## src/rtl/hz_pkg.sv

```systemverilog
package hz_pkg;
  // Reason for a decode stall; ordering gives reporting priority only.
  typedef enum logic [1:0] {
    CAUSE_NONE     = 2'd0,
    CAUSE_LOAD_USE = 2'd1,
    CAUSE_BR_EX    = 2'd2,
    CAUSE_BR_MEM   = 2'd3
  } stall_cause_e;
endpackage

```

## src/rtl/hz_src_match.sv

```systemverilog
module hz_src_match #(
  parameter int AW   = 5,
  parameter int NSRC = 2
) (
  input  logic [NSRC*AW-1:0] srcs,
  input  logic [AW-1:0]      dst,
  input  logic               qual,
  output logic               hit
);
  localparam logic [AW-1:0] ZERO_REG = '0;

  logic [NSRC-1:0] hit_vec;

  generate
    for (genvar i = 0; i < NSRC; i++) begin : g_src
      assign hit_vec[i] = qual && (dst != ZERO_REG) && (dst == srcs[i*AW +: AW]);
    end
  endgenerate

  assign hit = |hit_vec;
endmodule

```

## src/rtl/hz_stall_ctrl.sv

```systemverilog
module hz_stall_ctrl
  import hz_pkg::*;
(
  input  logic         load_use_hit,
  input  logic         br_ex_hit,
  input  logic         br_mem_hit,
  input  logic         is_branch,
  input  logic         taken,
  output stall_cause_e cause,
  output logic         pc_we,
  output logic         ifid_we,
  output logic         bubble,
  output logic         flush
);
  logic stall;

  always_comb begin
    if (load_use_hit)    cause = CAUSE_LOAD_USE;
    else if (br_ex_hit)  cause = CAUSE_BR_EX;
    else if (br_mem_hit) cause = CAUSE_BR_MEM;
    else                 cause = CAUSE_NONE;
  end

  assign stall   = (cause != CAUSE_NONE);
  assign pc_we   = ~stall;
  assign ifid_we = ~stall;
  assign bubble  = stall;
  // A stalled branch is re-decoded next cycle, so its flush waits.
  assign flush   = is_branch && taken && !stall;
endmodule

```

## src/rtl/hazard_stall_unit.sv

```systemverilog
module hazard_stall_unit #(
  parameter int AW = 5
) (
  input  logic          clk,
  input  logic          rst,
  input  logic [AW-1:0] id_rs,
  input  logic [AW-1:0] id_rt,
  input  logic          id_is_branch,
  input  logic          branch_taken,
  input  logic [AW-1:0] ex_dst,
  input  logic          ex_mem_read,
  input  logic          ex_reg_write,
  input  logic [AW-1:0] mem_dst,
  input  logic          mem_mem_read,
  input  logic          mem_reg_write,
  output logic          pc_we,
  output logic          ifid_we,
  output logic          idex_bubble,
  output logic          ifid_flush
);
  import hz_pkg::*;

  localparam int NSRC = 2;

  logic [NSRC*AW-1:0] id_srcs;
  logic lu_hit, brex_hit, brmem_hit;
  logic brex_qual, brmem_qual;
  stall_cause_e cause;

  assign id_srcs    = {id_rt, id_rs};
  assign brex_qual  = id_is_branch && ex_reg_write;
  assign brmem_qual = id_is_branch && mem_mem_read && mem_reg_write;

  hz_src_match #(.AW(AW), .NSRC(NSRC)) u_load_use (
    .srcs(id_srcs), .dst(ex_dst), .qual(ex_mem_read), .hit(lu_hit)
  );

  hz_src_match #(.AW(AW), .NSRC(NSRC)) u_br_ex (
    .srcs(id_srcs), .dst(ex_dst), .qual(brex_qual), .hit(brex_hit)
  );

  hz_src_match #(.AW(AW), .NSRC(NSRC)) u_br_mem (
    .srcs(id_srcs), .dst(mem_dst), .qual(brmem_qual), .hit(brmem_hit)
  );

  hz_stall_ctrl u_ctrl (
    .load_use_hit(lu_hit),
    .br_ex_hit   (brex_hit),
    .br_mem_hit  (brmem_hit),
    .is_branch   (id_is_branch),
    .taken       (branch_taken),
    .cause       (cause),
    .pc_we       (pc_we),
    .ifid_we     (ifid_we),
    .bubble      (idex_bubble),
    .flush       (ifid_flush)
  );

  // a load feeding any decoded source must hold the front end
  a_r1_load_use_stall: assert property (@(posedge clk) disable iff (rst)
    (ex_mem_read && ex_dst != '0 && (ex_dst == id_rs || ex_dst == id_rt))
      |-> (idex_bubble && !pc_we));

  // the three stall controls move together
  a_r2_stall_coherent: assert property (@(posedge clk) disable iff (rst)
    (pc_we == ifid_we) && (idex_bubble == !pc_we));

  // with both producers naming register zero nothing stalls
  a_r6_zero_reg_free: assert property (@(posedge clk) disable iff (rst)
    (ex_dst == '0 && mem_dst == '0) |-> !idex_bubble);

  // a flush never coincides with a held front end
  a_r8_flush_yields: assert property (@(posedge clk) disable iff (rst)
    ifid_flush |-> (pc_we && ifid_we));

  // without a decoded branch the taken flag does nothing
  a_r9_taken_ignored: assert property (@(posedge clk) disable iff (rst)
    !id_is_branch |-> !ifid_flush);

  // non-branch consumers are never held by a non-load producer
  a_r5_nonbranch_free: assert property (@(posedge clk) disable iff (rst)
    (!id_is_branch && !ex_mem_read) |-> pc_we);
endmodule

```

## config.mk

```make
export PLATFORM = sky130hd
export DESIGN_NAME = hazard_stall_unit
export DESIGN_NICKNAME = d
export VERILOG_FILES = /design/src/rtl/hz_pkg.sv /design/src/rtl/hz_src_match.sv /design/src/rtl/hz_stall_ctrl.sv /design/src/rtl/hazard_stall_unit.sv
export SDC_FILE = /design/constraint.sdc
export NUM_CORES = 1
export LEC_CHECK = 0
export ABC_AREA = 1
export CORE_AREA = 3 3 43 45
export DETAILED_ROUTE_END_ITERATION = 12
export DIE_AREA = 0 0 46 48
export PLACE_DENSITY = 0.77
export REMOVE_ABC_BUFFERS = 1
export SLEW_MARGIN = 0
export SYNTH_ARGS = -nofsm -noshare
export SYNTH_HDL_FRONTEND = slang
export SYNTH_SLANG_ARGS = --single-unit
```

## constraint.sdc

```tcl
create_clock -name vclk -period 1.9
set_input_delay 0.285 -clock vclk [all_inputs]
set_output_delay 0.285 -clock vclk [all_outputs]
set_load 0.02 [all_outputs]
```

; ---- After elaboration in Yosys (flattened, before gate mapping)
; Cells that the tools add are included.
[classes]
mux = 3
n_shift = 0
n_lt_le_gt_ge = 0
bitwise = 1
div_mod_pow = 0
addsub = 0
n_mul = 0
n_reduce_logical = 21
n_eq_ne = 4
[op_table]
columns = cell, n
row1 = equality test 5 bit, 4
row2 = logical AND 1 bit, 14
row3 = nonzero test 5 bit, 2
row4 = two-way mux 2 bit, 3
row5 = OR reduction 2 bit, 3
row6 = nonzero test 2 bit, 1
row7 = logical NOT 1 bit, 1
row8 = inverter 1 bit, 1
[word_totals]
romBits = 0
wordCells = 29
memories = 0
mem_bits_rw = 0
out_inout_bits = 4
latch_bits = 0
register_bits = 0
in_bits = 28

; ---- Longest topological paths before layout
; Gate-level depths: netlist (run 1).
[logic_depth]
word_depth = 11
depth_mapped = 10
ltp_nobuf = 9

; ---- By module
; From an unflattened synthesis (run 1), not the netlist that was laid out.
[unflattened]
hier_cells = 144
hier_area_um2 = 641.9
[by_module_without_submodules]
columns = module, seq_area_each_um2, cells_each, area_per_inst_um2, instances
row1 = hz_src_match, 0.0, 43, 190.2, 3
row2 = hz_stall_ctrl, 0.0, 10, 50.0, 1
row3 = hazard_stall_unit, 0.0, 5, 21.3, 1

; ---- Worst setup path before layout (run 1)
; No wires, ideal clock.
[synth_timing]
path_kind = in2out
start = in mem_dst[3]
end = out pc_we
slack_ps = 543
arrival_ps = 1072
stages = 10
path_buffers = 1
t_required_ps = 1615
cell_sequence = inv_1 > nand2_1 > nand2_1 > nor2_1 > nand3_1 > nand2_1 > nand2_2 > nand2_2 > inv_2 > buf_4
[synth_via]
elab_chain_len = 9
word_cells_on_any_way = 12
cone_classes = eq/ne (2) / mux (3) / bitwise (1) / reduce/logical (6)
[synth_rtl]
columns = item, line_no
row1 = "start, declared", hazard_stall_unit.sv:13  ; input logic [AW-1:0] mem_dst,
row2 = nonzero test 5 bit, hz_src_match.sv:16  ; assign hit_vec[i] = qual && (dst != ZERO_REG) && (dst == srcs[i*AW +: AW]);
row3 = logical AND 1 bit (2 in a row), hz_src_match.sv:16
row4 = OR reduction 2 bit (*), hz_src_match.sv:20  ; assign hit = |hit_vec;
row5 = two-way mux 2 bit (*), hz_stall_ctrl.sv:20  ; else if (br_mem_hit) cause = CAUSE_BR_MEM;
row6 = two-way mux 2 bit (*), hz_stall_ctrl.sv:19  ; else if (br_ex_hit) cause = CAUSE_BR_EX;
row7 = two-way mux 2 bit (*), hz_stall_ctrl.sv:18  ; if (load_use_hit) cause = CAUSE_LOAD_USE;
row8 = nonzero test 2 bit (*), hz_stall_ctrl.sv:24  ; assign stall = (cause != CAUSE_NONE);
row9 = named net idex_bubble, hazard_stall_unit.sv:18  ; output logic idex_bubble,
row10 = inverter 1 bit (*), -
row11 = "end, declared", hazard_stall_unit.sv:16  ; output logic pc_we,
; The timed path passes the listed nets; every way through them passes the cells marked *.

; ---- Worst setup path in the final report (run 1)
[layout_timing]
start = in id_rs[0]
end = out pc_we
[layout_via]
elab_chain_len = 8
word_cells_on_any_way = 13
cone_classes = eq/ne (2) / mux (3) / bitwise (1) / reduce/logical (7)
[layout_rtl]
columns = item, line_no
row1 = "start, declared", hazard_stall_unit.sv:6  ; input logic [AW-1:0] id_rs,
row2 = equality test 5 bit, hz_src_match.sv:16
row3 = logical AND 1 bit, hz_src_match.sv:16
row4 = OR reduction 2 bit, hz_src_match.sv:20
row5 = two-way mux 2 bit, hz_stall_ctrl.sv:20
row6 = two-way mux 2 bit, hz_stall_ctrl.sv:19
row7 = two-way mux 2 bit (*), hz_stall_ctrl.sv:18
row8 = nonzero test 2 bit (*), hz_stall_ctrl.sv:24
row9 = inverter 1 bit (*), hz_stall_ctrl.sv:25  ; assign pc_we = ~stall;
; Every way passes the cells marked *; elsewhere a longest branch is shown, timed or not.

==> results of run 1 <==
[worst max-delay path: stages]
cell	delay, ns
clkdlybuf4s50_1	0.52
nand2_1	0.07
inv_1	0.05
nor2_1	0.04
nor2_1	0.09
nand3_1	0.07
nand2_1	0.06
nand2_1	0.05
nand2_2	0.09
inv_2	0.04
buf_2	0.15
[power by group]
| group | internal [mW] | total (mW) | switching (mW) |
|---|---|---|---|
| clock | 0 | 0 | 0 |
| sequential | 0 | 0 | 0 |
| combinational | 0.0779 | 0.148 | 0.0697 |
[worst paths after layout]
kind / from / end / depth (start not counted)
setup / recovery: id_rs[0] / pc_we / 11
hold / removal: id_rs[3] / idex_bubble / 7
[per-layer routing]
| layer | track usage | up-vias | share of wire |
|---|---|---|---|
| met5 | 0 | - | 0 |
| li1 | - | 353 | - |
| met1 | 0.126 | 254 | 0.42 |
| met2 | 0.190 | 18 | 0.50 |
| met4 | 0 | 0 | 0 |
| met3 | 0 | 0 | 0.079 |
[metrics by stage]
| stage | instances | TNS [ns] | setup slack, ns | utilization |
|---|---|---|---|---|
| after floorplan | 100 | 0 | 0.624 | - |
| after global placement | 148 | -1.46 | -0.385 | 0.506 |
| after detailed placement | 148 | -1.55 | -0.419 | 0.506 |
| after CTS | 148 | 0 | 0.0314 | 0.492 |
| after global routing | 148 | 0 | 0.0118 | 0.520 |
| final | 148 | 0 | 0.0969 | 0.520 |
[cells in the final DEF, fill, tap and decap left out, types with 3 or more instances in the layout]
cell / Yosys / final
nor2_1: 15 / 14
dlymetal6s2s_1: 0 / 15
buf_2: 0 / 3
clkdlybuf4s50_1: 0 / 10
inv_2: 3 / 5
buf_4: 1 / 3
inv_1: 19 / 17
nand2_1: 46 / 46
nand3_1: 5 / 5
xnor2_1: 4 / 4
[area by class of cell]
class | instances | area, sq um | area share
tap | 16 | 20.0 | 0.0256
inverter | 23 | 86.3 | 0.110
multi-input combinational | 77 | 343 | 0.438
timing repair buffer | 32 | 334 | 0.427
[kinds of logic after synthesis]
logic type | count (synthesis)
compound gates | 1
xor+xnor | 5
buf+inv | 24
simple gates | 71
[what timing repair did]
| action | CTS | global route |
|---|---|---|
| pin swaps | 0 | 2 |
| endpoints found under the setup margin | 4 | 4 |
| resized for setup | 17 | 19 |
==> results.sh, run 1 <==
export IMPL_die_area_sq_um=2210
export IMPL_num_rows=14
export IMPL_dr_pass1_iters=4
export IMPL_rsz0062_at_grt="no"
export IMPL_coreArea_sq_um=1510
export IMPL_nClkBuffers=0
export IMPL_synthCells=101
export IMPL_post_cts_buffers=0
export IMPL_gr_usage_all_layers=0.0972
export IMPL_slew_headroom=0.885
export IMPL_final_net_count=162
export IMPL_place_area_sq_um=762
export IMPL_antenna_found_initial=0
export IMPL_status="finished clean"
export IMPL_power_uw=148
export IMPL_n_antenna_cell=0
export IMPL_muxShareOfSynthArea=0
export IMPL_startpoint_type="input port"
export IMPL_grt_pass1_wl_um=1680
export IMPL_fin_crit_sh=0.949
export IMPL_routed_via_density=4.22
export IMPL_worst_ep_arrival_time_ns=1.52
export IMPL_wl_per_cell_um=8.26
export IMPL_syn_area_sq_um=434
export IMPL_synth_top_family_by_area="simple AND/OR/NAND/NOR gates"
export IMPL_post_route_min_period_ns=1.80
export IMPL_drt_wl_total_um=1220
export IMPL_p_leak_nw=0.584
export IMPL_n_fill_cell=171
export IMPL_port_buffers=30
export IMPL_fin_area_sq_um=783
export IMPL_hp_class="in2out"
export IMPL_start_util=0.288
export IMPL_synth_top_cell_area_share=0.398
export IMPL_tightest_slew_ns=0.172
export IMPL_hold_violations=0
export IMPL_gp_congestion=0.822
export IMPL_grt_ovfl_total=0
export IMPL_grt_pass1_vias=477
export IMPL_finalMaxSlewViolations=0
export IMPL_yosys_warnings=0
export IMPL_route_detailed_drc=0
export IMPL_endpoint_kind="primary output"
export IMPL_critPathKind="in2out"
export IMPL_post_synth_and_or_nand_nor_area_fraction=0.671
export IMPL_synth_cell_type_count=14
export IMPL_max_cap_viol_count=0
export IMPL_yosys_cell_count_top_type="nand2_1"
export IMPL_pwr_density_cell_nw_per_um2=189
export IMPL_fmax_mhz=555
export IMPL_yosys_area_share_adder=0
export IMPL_drt_iter0_drc=8
export IMPL_yosysSeqAreaShare=0
export IMPL_required_ns=1.62
export IMPL_seq_area_sq_um=0
export IMPL_whs_ns=1.20
export IMPL_grt_start_max_net_pins=6
export IMPL_final_layout_size_suffix_gt1_frac=0.121
export IMPL_pin_count=32
export IMPL_synth_top_area_cell="nand2_1"
export IMPL_cp_max_fo=3
export IMPL_die_h_um=48
export IMPL_area_delta_synth_final_pct=80.4
export IMPL_final_antenna_net_count=0
export IMPL_hpwl_um=1130
export IMPL_vias=625
export IMPL_synth_area_leaders="nand2_1 40%, inv_1 16%, nor2_1 13%, xnor2_1 8.1%, nand3_1 5.8%"
export IMPL_ir_drop_mv=0.0789
export IMPL_synth_compound_area_frac=0.0115
export IMPL_setup_viol=0
export IMPL_syn_mean_instance_area_sq_um=4.30
export IMPL_seq_cell_count=0
export IMPL_synthTopCellsByCount="46 x nand2_1, 19 x inv_1, 15 x nor2_1"
export IMPL_synth_xor_area_frac=0.101
export IMPL_cts_hold_buf=0
export IMPL_die_w_um=46
(Power assumes the default switching activity.)
==> run 2, diff against run 1 <==
GPL_TIMING_DRIVEN = 0   (was default)
TNS_END_PERCENT = 100   (was default)
==> run 2 against run 1 <==
  * Die area did not move
  * Worst setup slack got worse by 0.0020 ns
  * Fmax fell by 0.11%
  * Highest routed layer unchanged
  * Combinational power fell by 3%
  * First-iteration DRC count rose by 88%
==> results.sh, run 2 (synthesis results as in run 1) <==
export IMPL_rsz0062_at_grt="no"
export IMPL_grt_pass1_vias=434
export IMPL_final_cell_mix="46 x nand2_1, 18 x inv_1, 12 x nor2_1"
export IMPL_startpoint_type="input port"
export IMPL_hp_class="in2out"
export IMPL_coreArea_sq_um=1510
export IMPL_p_leak_nw=0.545
export IMPL_ir_drop_mv=0.0830
export IMPL_route_detailed_drc=0
export IMPL_area_delta_synth_final_pct=73.8
export IMPL_final_layout_size_suffix_gt1_frac=0.115
export IMPL_fin_cells=146
export IMPL_final_net_count=160
export IMPL_tightest_slew_ns=0.163
export IMPL_status="finished clean"
export IMPL_port_buffers=30
export IMPL_die_h_um=48
export IMPL_finalMaxSlewViolations=0
export IMPL_n_antenna_cell=0
export IMPL_drt_wl_total_um=1260
export IMPL_place_area_sq_um=747
export IMPL_start_util=0.288
export IMPL_endpoint_kind="primary output"
export IMPL_setup_viol=0
export IMPL_gr_usage_all_layers=0.0934
export IMPL_seq_cell_count=0
export IMPL_worst_ep_arrival_time_ns=1.52
export IMPL_vias=623
export IMPL_gp_congestion=0.799
export IMPL_hpwl_um=1090
export IMPL_dp_cells=146
export IMPL_n_fill_cell=163
export IMPL_final_antenna_net_count=0
export IMPL_fin_crit_sh=0.950
export IMPL_die_w_um=46
export IMPL_post_route_min_period_ns=1.81
export IMPL_pwr_density_cell_nw_per_um2=190
export IMPL_num_rows=14
export IMPL_final_common_cell="nand2_1"
export IMPL_antenna_found_initial=0
export IMPL_drt_iter0_drc=15
export IMPL_startpoint="id_rt[3]"
export IMPL_wl_per_cell_um=8.65
export IMPL_critPathKind="in2out"
export IMPL_seq_area_sq_um=0
export IMPL_required_ns=1.62
export IMPL_die_area_sq_um=2210
export IMPL_slew_headroom=0.892
export IMPL_pin_count=32
export IMPL_grt_pass1_wl_um=1610
export IMPL_cp_max_fo=3
export IMPL_grt_start_max_net_pins=6
export IMPL_crit_end="ifid_flush"
export IMPL_fmax_mhz=554
export IMPL_max_cap_viol_count=0
export IMPL_post_cts_buffers=0
export IMPL_fin_area_sq_um=754
export IMPL_nClkBuffers=0
export IMPL_routed_via_density=4.27
export IMPL_grt_ovfl_total=0
export IMPL_hold_violations=0
export IMPL_dr_pass1_iters=4
run 2: worst min path at each step:
stage                  end  cells past startpoint         start
3_5_place_dp    ifid_flush                      4  branch_taken
3_3_place_gp    ifid_flush                      4  branch_taken
6_report       idex_bubble                      7      id_rs[4]
4_1_cts         ifid_flush                      4  branch_taken
2_1_floorplan   ifid_flush                      2  id_is_branch
5_1_grt        idex_bubble                      7      id_rt[2]
run 2: metal layers:
layer  vias to the layer above  wire length (um)  global-route usage  share of wire
met3                         0                75                   0          0.059
met1                       261               553               0.133           0.44
met5                         -                 0                   0              0
li1                        348                 -                   -              -
met4                         0                 0                   0              0
met2                        14               634               0.168           0.50
run 2: critical path, stage by stage:
cell and delay (ns):
clkdlybuf4s50_1 0.51, inv_1 0.05, nand2_1 0.05, nand2_1 0.06, nor2_1 0.09, nand3_1 0.07
nand2_1 0.08, nand2_2 0.05, nand2_2 0.08, nor2_2 0.04, buf_2 0.15
run 2: repair_timing:
action | in CTS | in global routing
gates resized for setup | 22 | 15
setup endpoints to repair | 4 | 4
pin swaps | 0 | 1
hold buffers | 0 | 0
run 2: area by class of cell:
| cell class | instances | area (sq um) | area share |
|---|---|---|---|
| Multi-Input combinational cell | 77 | 348 | 0.461 |
| Tap cell | 16 | 20.0 | 0.0265 |
| Timing Repair Buffer | 30 | 300 | 0.398 |
| Inverter | 23 | 86.3 | 0.114 |
run 2: per-stage QoR:
stage / power, mW / hold WS (ns) / utilization / setup WS, ns / setup TNS, ns
floorplan: 0.0661 / 0.684 / - / 0.624 / 0
global placement: 0.150 / 1.60 / 0.496 / -0.400 / -1.49
detailed placement: 0.153 / 1.62 / 0.496 / -0.405 / -1.53
CTS: 0.144 / 1.24 / 0.478 / 0.0456 / 0
global route: 0.160 / 1.26 / 0.501 / 0.0186 / 0
finish: 0.143 / 1.21 / 0.501 / 0.0950 / 0
run 2: report_power, final:
group          switching, mW  total, mW  leakage (nW)  internal [mW]
clock network              0          0             0              0
logic                 0.0707      0.143         0.545         0.0726
registers                  0          0             0              0
total                 0.0707      0.143         0.545         0.0726
==> run 3, diff against run 2 <==
REMOVE_ABC_BUFFERS = default   (was 1)
==> run 3 against run 2 <==
  * First-iteration DRC count down 20%
  * Non-clock buffer count up 1
  * Via count rose by 2.6%
  * Utilization is 1.7 points lower
  * Critical path type unchanged
  * Fmax rose by 0.74%
  * Routed wire length down 3.0%
  * Sequential share of layout area stayed put
  * Sequential cell count is the same
  * Design area decreased by 3.3%
  * Hold slack improved by 0.012 ns
  * Global-route usage is 0.54 points higher
==> results.sh, run 3 (synthesis results as in run 1) <==
export IMPL_status="finished clean"
export IMPL_max_cap_viol_count=0
export IMPL_cp_max_fo=3
export IMPL_final_layout_size_suffix_gt1_frac=0.0992
export IMPL_setup_viol=0
export IMPL_ir_drop_mv=0.0769
export IMPL_start_util=0.288
export IMPL_wl_met3_um=80
export IMPL_hp_start="branch_taken"
export IMPL_die_h_um=48
export IMPL_grt_pass1_vias=508
export IMPL_antenna_found_initial=0
export IMPL_route_met2_wl_um=620
export IMPL_drt_iter0_drc=12
export IMPL_area_delta_synth_final_pct=68.0
export IMPL_holdPathStages=4
export IMPL_final_common_cell="nand2_1"
export IMPL_whs_ns=1.22
export IMPL_slew_headroom=0.893
export IMPL_vias=639
export IMPL_post_route_min_period_ns=1.79
export IMPL_n_antenna_cell=0
export IMPL_seq_cell_count=0
export IMPL_hold_end="ifid_flush"
export IMPL_seq_area_sq_um=0
export IMPL_die_w_um=46
export IMPL_setup_ws_ns=0.108
export IMPL_dp_cells=147
export IMPL_required_ns=1.62
export IMPL_routed_top_layer="met3"
export IMPL_drt_wl_total_um=1230
export IMPL_coreArea_sq_um=1510
export IMPL_pin_count=32
export IMPL_nClkBuffers=0
export IMPL_fin_crit_sh=0.943
export IMPL_p_leak_nw=0.485
export IMPL_rsz0062_at_grt="no"
export IMPL_finalMaxSlewViolations=0
export IMPL_route_detailed_drc=0
export IMPL_gr_usage_all_layers=0.0988
export IMPL_startpoint_type="input port"
export IMPL_grt_pass1_wl_um=1750
export IMPL_cts_hold_buf=0
export IMPL_dr_pass1_iters=4
export IMPL_final_antenna_net_count=0
export IMPL_postLayoutCoreUtil=0.484
export IMPL_post_cts_buffers=0
export IMPL_critPathKind="in2out"
export IMPL_gp_congestion=0.804
export IMPL_wl_per_cell_um=8.33
export IMPL_die_area_sq_um=2210
export IMPL_hp_class="in2out"
export IMPL_syn_num_nets=129
export IMPL_pre_cts_slack_ns=-0.509
export IMPL_final_net_count=161
export IMPL_port_buffers=30
export IMPL_hpwl_um=1120
export IMPL_num_rows=14
export IMPL_fmax_mhz=558
export IMPL_final_cell_mix="46 x nand2_1, 18 x inv_1, 18 x dlygate4sd2_1"
export IMPL_worst_ep_arrival_time_ns=1.51
export IMPL_hold_violations=0
export IMPL_n_fill_cell=173
export IMPL_routed_via_density=4.35
export IMPL_grt_ovfl_total=0
export IMPL_pwr_density_cell_nw_per_um2=187
export IMPL_grt_start_max_net_pins=6
export IMPL_wl_met1_um=523
export IMPL_tightest_slew_ns=0.160
export IMPL_fin_cells=147
export IMPL_endpoint_kind="primary output"
export IMPL_multi_input_area_sq_um=340
[run 3: cell count changes in the layout (fill, tap and decap cells not counted), sizes merged]
cell	change
buf	-1
dlygate4sd2	+12
clkdlybuf4s50	-3
clkdlybuf4s15	+2
dlymetal6s2s	-9
[run 3: layout make-up]
cell class | count | area share
multi-input cells | 77 | 0.467
repair buffers | 30 | 0.377
inverters | 23 | 0.118
well taps | 16 | 0.0274
plain buffers | 1 | 0.0103
[run 3: per-stage QoR]
| step | power (mW) | setup TNS, ns | cell area [sq um] |
|---|---|---|---|
| final | 0.137 | 0 | 729 |
| after global routing | 0.152 | 0 | 729 |
| after CTS | 0.139 | 0 | 731 |
| after detailed placement | 0.155 | -1.72 | 754 |
| after global placement | 0.152 | -1.64 | 754 |
| after floorplan | 0.0677 | 0 | 434 |
[run 3: worst max-delay path by stage]
stage	startpoint	slack [ns]	end	depth (start not counted)
3_3_place_gp	mem_dst[1]	-0.48	pc_we	12
6_report	id_is_branch	0.11	ifid_we	9
2_1_floorplan	mem_dst[3]	0.54	pc_we	10
3_5_place_dp	mem_dst[1]	-0.51	pc_we	12
4_1_cts	id_rs[0]	0.004	ifid_flush	9
5_1_grt	id_is_branch	0.02	ifid_we	9
[run 3: what timing repair did]
item / 4_1_cts / 5_1_grt
resized for setup: 32 / 3
pin swaps: 3 / 0
gates cloned: 0 / 0
setup endpoints to repair: 4 / 4
[run 3: metal layers]
| layer | vias to the layer above | track usage |
|---|---|---|
| met5 | - | 0 |
| met4 | 0 | 0 |
| met3 | 0 | 0.00376 |
| met2 | 14 | 0.195 |
| met1 | 276 | 0.124 |
| li1 | 349 | - |
[run 3: report_power, final]
group          total (mW)  leakage, nW  switching, mW  internal [mW]
logic               0.137        0.485         0.0687         0.0679
registers               0            0              0              0
clock network           0            0              0              0
[run 3: critical path, cell delays in order]
cell             delay [ns]
clkdlybuf4s50_1        0.46
nand2_1                0.08
inv_1                  0.04
o21ai_0                0.14
inv_1                  0.06
nand2_1                0.07
nand2_2                0.07
inv_2                  0.05
clkdlybuf4s15_2        0.25
